===== src/rtl/sb_pkg.sv =====
package sb_pkg;

    typedef enum logic [1:0] {
        LN_IDLE   = 2'd0,
        LN_WRITER = 2'd1,
        LN_SILENT = 2'd2
    } lane_state_e;

endpackage


===== src/rtl/sb_addr_to_mask.sv =====
module sb_addr_to_mask #(
    parameter int NUM_REGS = 32,
    parameter bit ONE_HOT  = 1'b0,
    parameter int AW       = ONE_HOT ? NUM_REGS : $clog2(NUM_REGS)
) (
    input  logic [AW-1:0]       addr,
    output logic [NUM_REGS-1:0] mask
);

    generate
        if (ONE_HOT) begin : g_direct
            // address already is the register mask
            assign mask = addr;
        end else begin : g_shift
            assign mask = NUM_REGS'(1) << addr;
        end
    endgenerate

endmodule


===== src/rtl/sb_lane_tracker.sv =====
module sb_lane_tracker
    import sb_pkg::*;
#(
    parameter bit ALWAYS_WRITES = 1'b0
) (
    input  logic clk,
    input  logic rst_n,
    input  logic busy,
    input  logic issue,
    input  logic wr_flag,
    input  logic done,
    input  logic res_valid,
    output logic abandon
);

    lane_state_e state_q, state_d;

    // state register
    always_ff @(posedge clk or negedge rst_n) begin
        if (!rst_n) begin
            state_q <= LN_IDLE;
        end else begin
            state_q <= state_d;
        end
    end

    // transitions
    always_comb begin
        state_d = state_q;
        if (issue) begin
            state_d = wr_flag ? LN_WRITER : LN_SILENT;
        end else begin
            unique case (state_q)
                LN_IDLE:   state_d = LN_IDLE;
                LN_WRITER: if (!busy) state_d = LN_IDLE;
                LN_SILENT: if (!busy) state_d = LN_IDLE;
                default:   state_d = LN_IDLE;
            endcase
        end
    end

    // outputs
    always_comb begin
        abandon = 1'b0;
        unique case (state_q)
            LN_WRITER: abandon = done && !res_valid && !ALWAYS_WRITES;
            LN_IDLE,
            LN_SILENT: abandon = 1'b0;
            default:   abandon = 1'b0;
        endcase
    end

endmodule


===== src/rtl/sb_hazard_check.sv =====
module sb_hazard_check #(
    parameter int NUM_REGS = 32,
    parameter int NUM_SRC  = 3
) (
    input  logic [NUM_REGS-1:0]         pend,
    input  logic                        iss_valid,
    input  logic [NUM_SRC-1:0]          rd_flag,
    input  logic [NUM_SRC*NUM_REGS-1:0] src_mask,
    output logic                        hazard
);

    logic [NUM_SRC-1:0] hit;

    genvar s;
    generate
        for (s = 0; s < NUM_SRC; s++) begin : g_src
            assign hit[s] = rd_flag[s] && |(pend & src_mask[s*NUM_REGS +: NUM_REGS]);
        end
    endgenerate

    assign hazard = iss_valid && |hit;

endmodule


===== src/rtl/reg_pend_scoreboard.sv =====
module reg_pend_scoreboard #(
    parameter int                  NUM_REGS  = 32,
    parameter int                  NUM_LANES = 4,
    parameter int                  NUM_SRC   = 3,
    parameter bit                  ONE_HOT   = 1'b0,
    parameter logic [NUM_LANES-1:0] ALWAYS_WR = '0,
    parameter int                  AW        = ONE_HOT ? NUM_REGS : $clog2(NUM_REGS)
) (
    input  logic                      clk,
    input  logic                      rst_n,
    input  logic                      iss_valid,
    input  logic [NUM_LANES-1:0]      iss_lane,
    input  logic                      iss_wr_flag,
    input  logic [AW-1:0]             iss_dst,
    input  logic [NUM_SRC-1:0]        src_rd_flag,
    input  logic [NUM_SRC*AW-1:0]     src_addr,
    input  logic [NUM_LANES-1:0]      lane_busy,
    input  logic [NUM_LANES*AW-1:0]   lane_dst,
    input  logic [NUM_LANES-1:0]      wr_grant,
    input  logic [NUM_LANES-1:0]      lane_done,
    input  logic [NUM_LANES-1:0]      res_valid,
    output logic                      hazard,
    output logic [NUM_REGS-1:0]       pend_o
);

    logic [NUM_REGS-1:0]           pend_q;
    logic [NUM_REGS-1:0]           iss_mask;
    logic [NUM_LANES*NUM_REGS-1:0] lane_mask;
    logic [NUM_LANES*NUM_REGS-1:0] lane_set;
    logic [NUM_LANES*NUM_REGS-1:0] lane_clr;
    logic [NUM_SRC*NUM_REGS-1:0]   src_mask;
    logic [NUM_LANES-1:0]          abandon;
    logic [NUM_REGS-1:0]           set_all;
    logic [NUM_REGS-1:0]           clr_all;

    sb_addr_to_mask #(.NUM_REGS(NUM_REGS), .ONE_HOT(ONE_HOT), .AW(AW)) u_iss_dec (
        .addr (iss_dst),
        .mask (iss_mask)
    );

    genvar l, s;
    generate
        for (l = 0; l < NUM_LANES; l++) begin : g_lane
            sb_addr_to_mask #(.NUM_REGS(NUM_REGS), .ONE_HOT(ONE_HOT), .AW(AW)) u_dec (
                .addr (lane_dst[l*AW +: AW]),
                .mask (lane_mask[l*NUM_REGS +: NUM_REGS])
            );

            sb_lane_tracker #(.ALWAYS_WRITES(ALWAYS_WR[l])) u_trk (
                .clk       (clk),
                .rst_n     (rst_n),
                .busy      (lane_busy[l]),
                .issue     (iss_lane[l]),
                .wr_flag   (iss_wr_flag),
                .done      (lane_done[l]),
                .res_valid (res_valid[l]),
                .abandon   (abandon[l])
            );

            assign lane_set[l*NUM_REGS +: NUM_REGS] =
                (iss_lane[l] && iss_wr_flag) ? iss_mask : '0;
            assign lane_clr[l*NUM_REGS +: NUM_REGS] =
                (wr_grant[l] || abandon[l]) ? lane_mask[l*NUM_REGS +: NUM_REGS] : '0;
        end

        for (s = 0; s < NUM_SRC; s++) begin : g_srcdec
            sb_addr_to_mask #(.NUM_REGS(NUM_REGS), .ONE_HOT(ONE_HOT), .AW(AW)) u_dec (
                .addr (src_addr[s*AW +: AW]),
                .mask (src_mask[s*NUM_REGS +: NUM_REGS])
            );
        end
    endgenerate

    // merge per-lane masks
    always_comb begin
        set_all = '0;
        clr_all = '0;
        for (int i = 0; i < NUM_LANES; i++) begin
            set_all = set_all | lane_set[i*NUM_REGS +: NUM_REGS];
            clr_all = clr_all | lane_clr[i*NUM_REGS +: NUM_REGS];
        end
    end

    // set has priority over clear
    always_ff @(posedge clk or negedge rst_n) begin
        if (!rst_n) begin
            pend_q <= '0;
        end else begin
            pend_q <= (pend_q & ~clr_all) | set_all;
        end
    end

    sb_hazard_check #(.NUM_REGS(NUM_REGS), .NUM_SRC(NUM_SRC)) u_haz (
        .pend      (pend_q),
        .iss_valid (iss_valid),
        .rd_flag   (src_rd_flag),
        .src_mask  (src_mask),
        .hazard    (hazard)
    );

    assign pend_o = pend_q;

endmodule


===== config.mk =====
export PLATFORM = sky130hd
export DESIGN_NAME = reg_pend_scoreboard
export DESIGN_NICKNAME = d
export VERILOG_FILES = /design/src/rtl/sb_pkg.sv /design/src/rtl/sb_addr_to_mask.sv /design/src/rtl/sb_lane_tracker.sv /design/src/rtl/sb_hazard_check.sv /design/src/rtl/reg_pend_scoreboard.sv
export SDC_FILE = /design/constraint.sdc
export NUM_CORES = 1
export LEC_CHECK = 0
export CAP_MARGIN = 20
export CORE_ASPECT_RATIO = 2
export CORE_MARGIN = 1
export CORE_UTILIZATION = 32
export CTS_CLUSTER_DIAMETER = 80
export DETAILED_ROUTE_END_ITERATION = 7
export DONT_BUFFER_PORTS = 1
export PLACE_DENSITY = 0.53
export SLEW_MARGIN = 20
export SYNTH_ARGS = -nofsm -noshare
export SYNTH_HDL_FRONTEND = slang
export SYNTH_SLANG_ARGS = --single-unit

===== constraint.sdc =====
create_clock -name clk -period 2.9 [get_ports clk]
set_clock_uncertainty 0.15 [all_clocks]
set_input_delay 0.29 -clock clk [delete_from_list [all_inputs] [get_ports clk]]
set_output_delay 0.29 -clock clk [all_outputs]
set_load 0.02 [all_outputs]

==> flow_metrics.env, run 1 <==
export IMPL_ant_nets=0
export IMPL_dp_hpwl_um=14000
export IMPL_syn_avg_cell_area_um2=7.86
export IMPL_vdd_ir_drop_max_v=0.000185
export IMPL_holdPathStages=2
export IMPL_overflow=0
export IMPL_ctsResizeCount=0
export IMPL_grt_util_met1_pct=24.0
export IMPL_p_leak_nw=1.49
export IMPL_drive_above_1_share_pct=5.64
export IMPL_final_util_pct=35.9
export IMPL_fin_cells=624
export IMPL_synth_ff_type="dfrtp_1"
export IMPL_grt_pass1_vias=4204
export IMPL_diodes=0
export IMPL_reg2reg_depth=8
export IMPL_finalHoldViolations=0
export IMPL_die_h_um=157
export IMPL_finalPower_w=0.00206
export IMPL_final_common_cell="nand2_1"
export IMPL_worstHoldStart="iss_dst[1]"
export IMPL_maxCapViolCount=0
export IMPL_regArea_um2=1000
export IMPL_tightestPinTransition_ns=0.860
export IMPL_fillCellCount=1241
export IMPL_cts_tree="built"
export IMPL_cp_arrival_ns=2.25
export IMPL_whs_endpoint="pend_o[20]"
export IMPL_die_area_um2=12500
export IMPL_outcome="finished, final reports clean"
export IMPL_grt_max_degree=41
export IMPL_synthTopCellsByArea="dfrtp_1 26%, nand2_1 4.8%, mux2i_1 4.4%"
export IMPL_rsz0062_at_grt="no"
export IMPL_drt_iter0_drc=279
export IMPL_clockBufferDepth=2
export IMPL_track_usage_pct=27.8
export IMPL_seq_area_frac_synth_pct=26.0
export IMPL_nets=550
export IMPL_start_kind="flop"
export IMPL_yosys_area_top_type="dfrtp_1"
export IMPL_met2_usage_pct=54.0
export IMPL_synthCells=489
export IMPL_gp_congestion=1.02
export IMPL_holdCritPathClass="input pin to flop"
export IMPL_fin_crit_ns=2.69
export IMPL_clk_latency_ns=0.29
export IMPL_portBuffers=0
export IMPL_antenna_found_initial=0
export IMPL_cts_sinks=40
export IMPL_worstReg2RegEnd="pend_o[1]"
export IMPL_avgRoutedWirePerCell_um=27.4
export IMPL_crit_path_end_kind="output port"
export IMPL_r2r_start="g_lane[2].u_trk.state_q[1]"
export IMPL_netlist_area_um2=3840
export IMPL_cts_made_buffers=5
export IMPL_hold_buffers=8
export IMPL_crit_fanout=5
export IMPL_multi_input_area_um2=2650
export IMPL_drt_pre_antenna_iters=5
export IMPL_path_cells="mux2_1 -> nand3_1 -> o311ai_0 -> nor4b_1 -> a211o_1 -> o311ai_1"
export IMPL_area_growth_pct=9.34
export IMPL_synthArstFlopShare_pct=100
export IMPL_p_per_area_nw_per_um2=489
export IMPL_ys_types=66
export IMPL_dieWidth_um=79.5
export IMPL_grt_first_pass_wirelength_um=24800
export IMPL_synth_top_area_share_pct=26.0
export IMPL_slowest_stage="dfrtp_1"
export IMPL_placementRows=56
export IMPL_timing_slew_headroom_pct=42.6
export IMPL_grt_busiest_layer="met2"
export IMPL_period_share_pct=92.8
export IMPL_synth_seq_cells=40
export IMPL_yosysWarnings=0
export IMPL_pin_count=100
export IMPL_initial_core_util_pct=32.8
export IMPL_use_met3_pct=5.62
export IMPL_cts_root_buf="clkbuf_16"
export IMPL_avgViaCountPerCell=6.64
export IMPL_vias=4144
export IMPL_tns_ns=0
export IMPL_mostFrequentLayoutCells="49 x nand2_1, 40 x dfrtp_1, 39 x nor2_1"
export IMPL_setup_viol=0
export IMPL_coreArea_um2=11700
export IMPL_crit_path_max_incr_delay_ns=0.51
export IMPL_criticalPathCategory="flop to output port"
export IMPL_cp_required_ns=2.46
export IMPL_synth_nets=560
export IMPL_drc_errors=0
export IMPL_cts_max_level=2
export IMPL_fmax_mhz=371
export IMPL_synth_edff_count=0
export IMPL_place_inst=609
export IMPL_slew_viol_final=0
export IMPL_wl_um=17100
export IMPL_regToRegSetupSlack_ns=0.68
export IMPL_clkTransAtPathRegs_ns=0.06
export IMPL_post_cts_buffers=0
## through the flow
stage | area, um2 | hold slack [ns] | setup WS (ns)
after global placement | 3930 | -0.154 | 0.532
after floorplan | 3840 | -0.156 | 0.673
final | 4200 | 0.0235 | 0.208
after CTS | 4200 | 0.0181 | 0.227
after global routing | 4200 | 0.0256 | 0.0607
after detailed placement | 3930 | -0.154 | 0.541
## layout make-up
class                   instances  share of cell area, %
clock buffers                   5                   2.98
repair buffers                 13                   3.04
flip-flops and latches         40                   23.8
well taps                     145                   4.32
clock inverters                 2                   1.43
inverters                      15                   1.34
multi-input cells             404                   63.1
## power by group
group	internal [W]	switching, W
clock	0.000488	0.000227
sequential	0.000641	0.000236
combinational	0.000214	0.000250
total	0.00134	0.000713
## kinds of logic (layout without fill, tap and decap cells)
family / count (synthesis) / count (layout) / share of synthesized area [%]
buf+inv: 45 / 35 / 4.98
flops: 40 / 40 / 26.0
compound gates: 163 / 163 / 30.4
simple gates: 208 / 208 / 28.7
mux: 29 / 29 / 8.63
fa+ha+maj: 4 / 4 / 1.30
## worst max-delay path: cells and delay by family, from the launching register on
family,cells,cell delay [ns]
AO/OA/AOI/OAI,3,0.58
AND/OR/NAND/NOR,2,0.53
flip-flops,1,0.51
multiplexers,1,0.35
## sequential cells by signal, summed over array words and instances, names as in the netlist
register	flops
g_lane.u_trk.state_q	8
pend_o	32
## routing by layer
metal	vias to the layer above	share of wire [%]
met3	64	6.0
li1	1875	-
met5	-	0
met2	207	55
met4	0	7.2
met1	1998	32
## how the worst max path moves through the flow
stage                      startpoint  endpoint  slack [ns]  cells after the start
after global placement     pend_o[13]    hazard        0.53                      4
after global routing       pend_o[21]    hazard        0.06                      6
final                      pend_o[26]    hazard        0.21                      6
after CTS                  pend_o[13]    hazard        0.23                      4
after detailed placement   pend_o[13]    hazard        0.54                      4
after floorplan           src_addr[3]    hazard        0.67                      7
## Yosys cell counts, types with 3 or more instances
cell type,instances
mux2_2,5
nor2_1,39
mux2i_1,17
and3b_1,3
inv_1,15
or3_1,4
o2111ai_1,3
a22o_1,5
and3_1,4
o211ai_1,3
buf_2,12
ha_1,4
nor2b_1,17
nand3_1,18
a32oi_1,3
nand4_1,8
o21ai_0,31
a31oi_1,7
a211oi_1,4
mux2_1,4
o22a_1,4
a32o_1,15
a31o_2,3
nand2_1,49
nand2b_1,11
o221ai_1,3
and2_1,4
a21oi_1,16
o31ai_1,5
nor3_1,12
clkbuf_1,16
dfrtp_1,40
a22oi_1,7
nand3b_1,17
o22ai_1,27
nor3b_1,10
o32ai_1,5
o21ai_1,3
Note: power is estimated with default switching activity, not from simulation.
==> run 2: changes to the inputs <==
--- a/config.mk
+++ b/config.mk
@@ -18,2 +18,3 @@
 export SYNTH_HDL_FRONTEND = slang
 export SYNTH_SLANG_ARGS = --single-unit
+export TNS_END_PERCENT = 10
==> constraint.sdc (replaced) <==
create_clock -name clk -period 2.9 [get_ports clk]
set_clock_uncertainty 0.15 [all_clocks]
set_input_delay 0.145 -clock clk [delete_from_list [all_inputs] [get_ports clk]]
set_output_delay 0.145 -clock clk [all_outputs]
set_load 0.02 [all_outputs]
==> run 2 against run 1 <==
Net effect: via count is 2.2% higher; wire length is 0.37% higher; clock power is 11% lower; worst hold slack worse by 0.011 ns; maximum frequency is 4.7% higher; design area is 2.6% higher; largest cell class unchanged; largest power group unchanged; critical path depth is 2 lower; sequential power is 2% higher.
==> flow_metrics.env, run 2 (synthesis results as in run 1) <==
export IMPL_outcome="finished, final reports clean"
export IMPL_final_util_pct=36.8
export IMPL_cts_max_level=2
export IMPL_holdCritPathClass="input pin to flop"
export IMPL_start_kind="flop"
export IMPL_fmax_mhz=389
export IMPL_pin_count=100
export IMPL_dp_hpwl_um=13700
export IMPL_period_share_pct=88.6
export IMPL_cts_sinks=40
export IMPL_cp_required_ns=2.61
export IMPL_crit_path_end_kind="output port"
export IMPL_drc_errors=0
export IMPL_grt_pass1_vias=4336
export IMPL_drt_pre_antenna_iters=5
export IMPL_die_h_um=157
export IMPL_placementRows=56
export IMPL_area_growth_pct=12.2
export IMPL_grt_first_pass_wirelength_um=25100
export IMPL_largest_reg_flops=32
export IMPL_nets=562
export IMPL_rsz0062_at_grt="no"
export IMPL_fin_crit_ns=2.57
export IMPL_criticalPathCategory="flop to output port"
export IMPL_placed_area_um2=3900
export IMPL_gp_congestion=1.05
export IMPL_overflow=0
export IMPL_path_cells="mux4_2 -> mux2_4 -> a2111oi_4 -> o311ai_1"
export IMPL_drive_above_1_share_pct=4.67
export IMPL_r2r_start="g_lane[0].u_trk.state_q[1]"
export IMPL_p_leak_nw=1.52
export IMPL_wl_um=17100
export IMPL_p_per_area_nw_per_um2=459
export IMPL_tns_ns=0
export IMPL_avgRoutedWirePerCell_um=26.9
export IMPL_grt_max_degree=41
export IMPL_cts_root_buf="clkbuf_16"
export IMPL_mostFrequentLayoutCells="49 x nand2_1, 40 x dfrtp_1, 39 x nor2_1"
export IMPL_clockBufferDepth=2
export IMPL_antenna_found_initial=0
export IMPL_final_common_cell="nand2_1"
export IMPL_cts_made_buffers=5
export IMPL_drt_iter0_drc=287
export IMPL_clk_latency_ns=0.29
export IMPL_ant_nets=0
export IMPL_track_usage_pct=27.8
export IMPL_setup_viol=0
export IMPL_cts_tree="built"
export IMPL_portBuffers=0
export IMPL_cp_arrival_ns=2.28
export IMPL_avgViaCountPerCell=6.65
export IMPL_slowest_stage="dfrtp_1"
export IMPL_crit_path_max_incr_delay_ns=0.51
export IMPL_maxCapViolCount=0
export IMPL_clkTransAtPathRegs_ns=0.06
export IMPL_vdd_ir_drop_max_v=0.000229
export IMPL_vias=4234
export IMPL_final_area_um2=4310
export IMPL_timing_slew_headroom_pct=35.7
export IMPL_diodes=0
export IMPL_die_area_um2=12500
export IMPL_finalHoldViolations=0
export IMPL_tightestPinTransition_ns=0.962
export IMPL_worstHoldStart="iss_dst[0]"
export IMPL_slew_viol_final=0
export IMPL_dieWidth_um=79.5
export IMPL_crit_fanout=5
export IMPL_initial_core_util_pct=32.8
export IMPL_coreArea_um2=11700
export IMPL_startpoint="pend_o[9]"
-- run 2: changes by cell type in the layout (fill, tap and decap cells not counted), sizes merged --
cell         before  now
dlygate4sd3       7   23
buf               6    2
bufinv            2    1
clkbuf            5    6
clkinv            0    1
-- run 2: critical path: cells and delay by family, from the launching register on --
kind	cells	cell delay, ns
multiplexers	2	0.79
flip-flops	1	0.51
AO/OA/AOI/OAI	2	0.69
-- run 2: worst paths after layout --
path / endpoint / slack [ns] / cells past startpoint
max: hazard / 0.33 / 4
min: pend_o[2] / 0.01 / 2
max reg2reg: pend_o[15] / 0.48 / 8
min reg2reg: g_lane[3].u_trk.state_q[0] / 0.38 / 2
max in group asynchronous: pend_o[25] / 2.23 / 2
min in group asynchronous: g_lane[2].u_trk.state_q[1] / 0.16 / 2
-- run 2: cell type report --
| class | count | area (um2) |
|---|---|---|
| repair buffers | 25 | 258 |
| well taps | 145 | 181 |
| clock buffers | 6 | 129 |
| multi-input cells | 404 | 2650 |
| flip-flops and latches | 40 | 1000 |
| fillers | 1234 | 7390 |
| clock inverters | 2 | 35.0 |
| inverters | 15 | 56.3 |
-- run 2: repair_timing --
action,in CTS,in global routing
buffers inserted,0,0
gates resized for setup,0,0
hold buffers,24,0
endpoints found under the hold margin,65,0
-- run 2: through the flow --
stage	worst slack, ns	total power, W	std cells	hold WS (ns)
3_3_place_gp	0.654	0.00130	605	-0.299
6_report	0.329	0.00198	637	0.0129
2_1_floorplan	0.821	0.00119	489	-0.301
4_1_cts	0.336	0.00198	637	0.0131
3_5_place_dp	0.670	0.00131	605	-0.299
5_1_grt	0.151	0.00205	637	0.0226
-- run 2: per-layer routing --
layer / part of all wire, % / global-route usage [%] / vias up
met5: 0 / 0 / -
met4: 8.1 / 23.1 / 0
li1: - / - / 1893
met2: 53 / 52.2 / 242
met1: 31 / 23.7 / 2024
met3: 7.1 / 6.72 / 75
-- run 2: power by group --
part           internal, W  switching (W)  leakage, nW
clock             0.000405       0.000231       0.0808
sequential        0.000641       0.000253        0.524
combinational     0.000218       0.000232        0.918
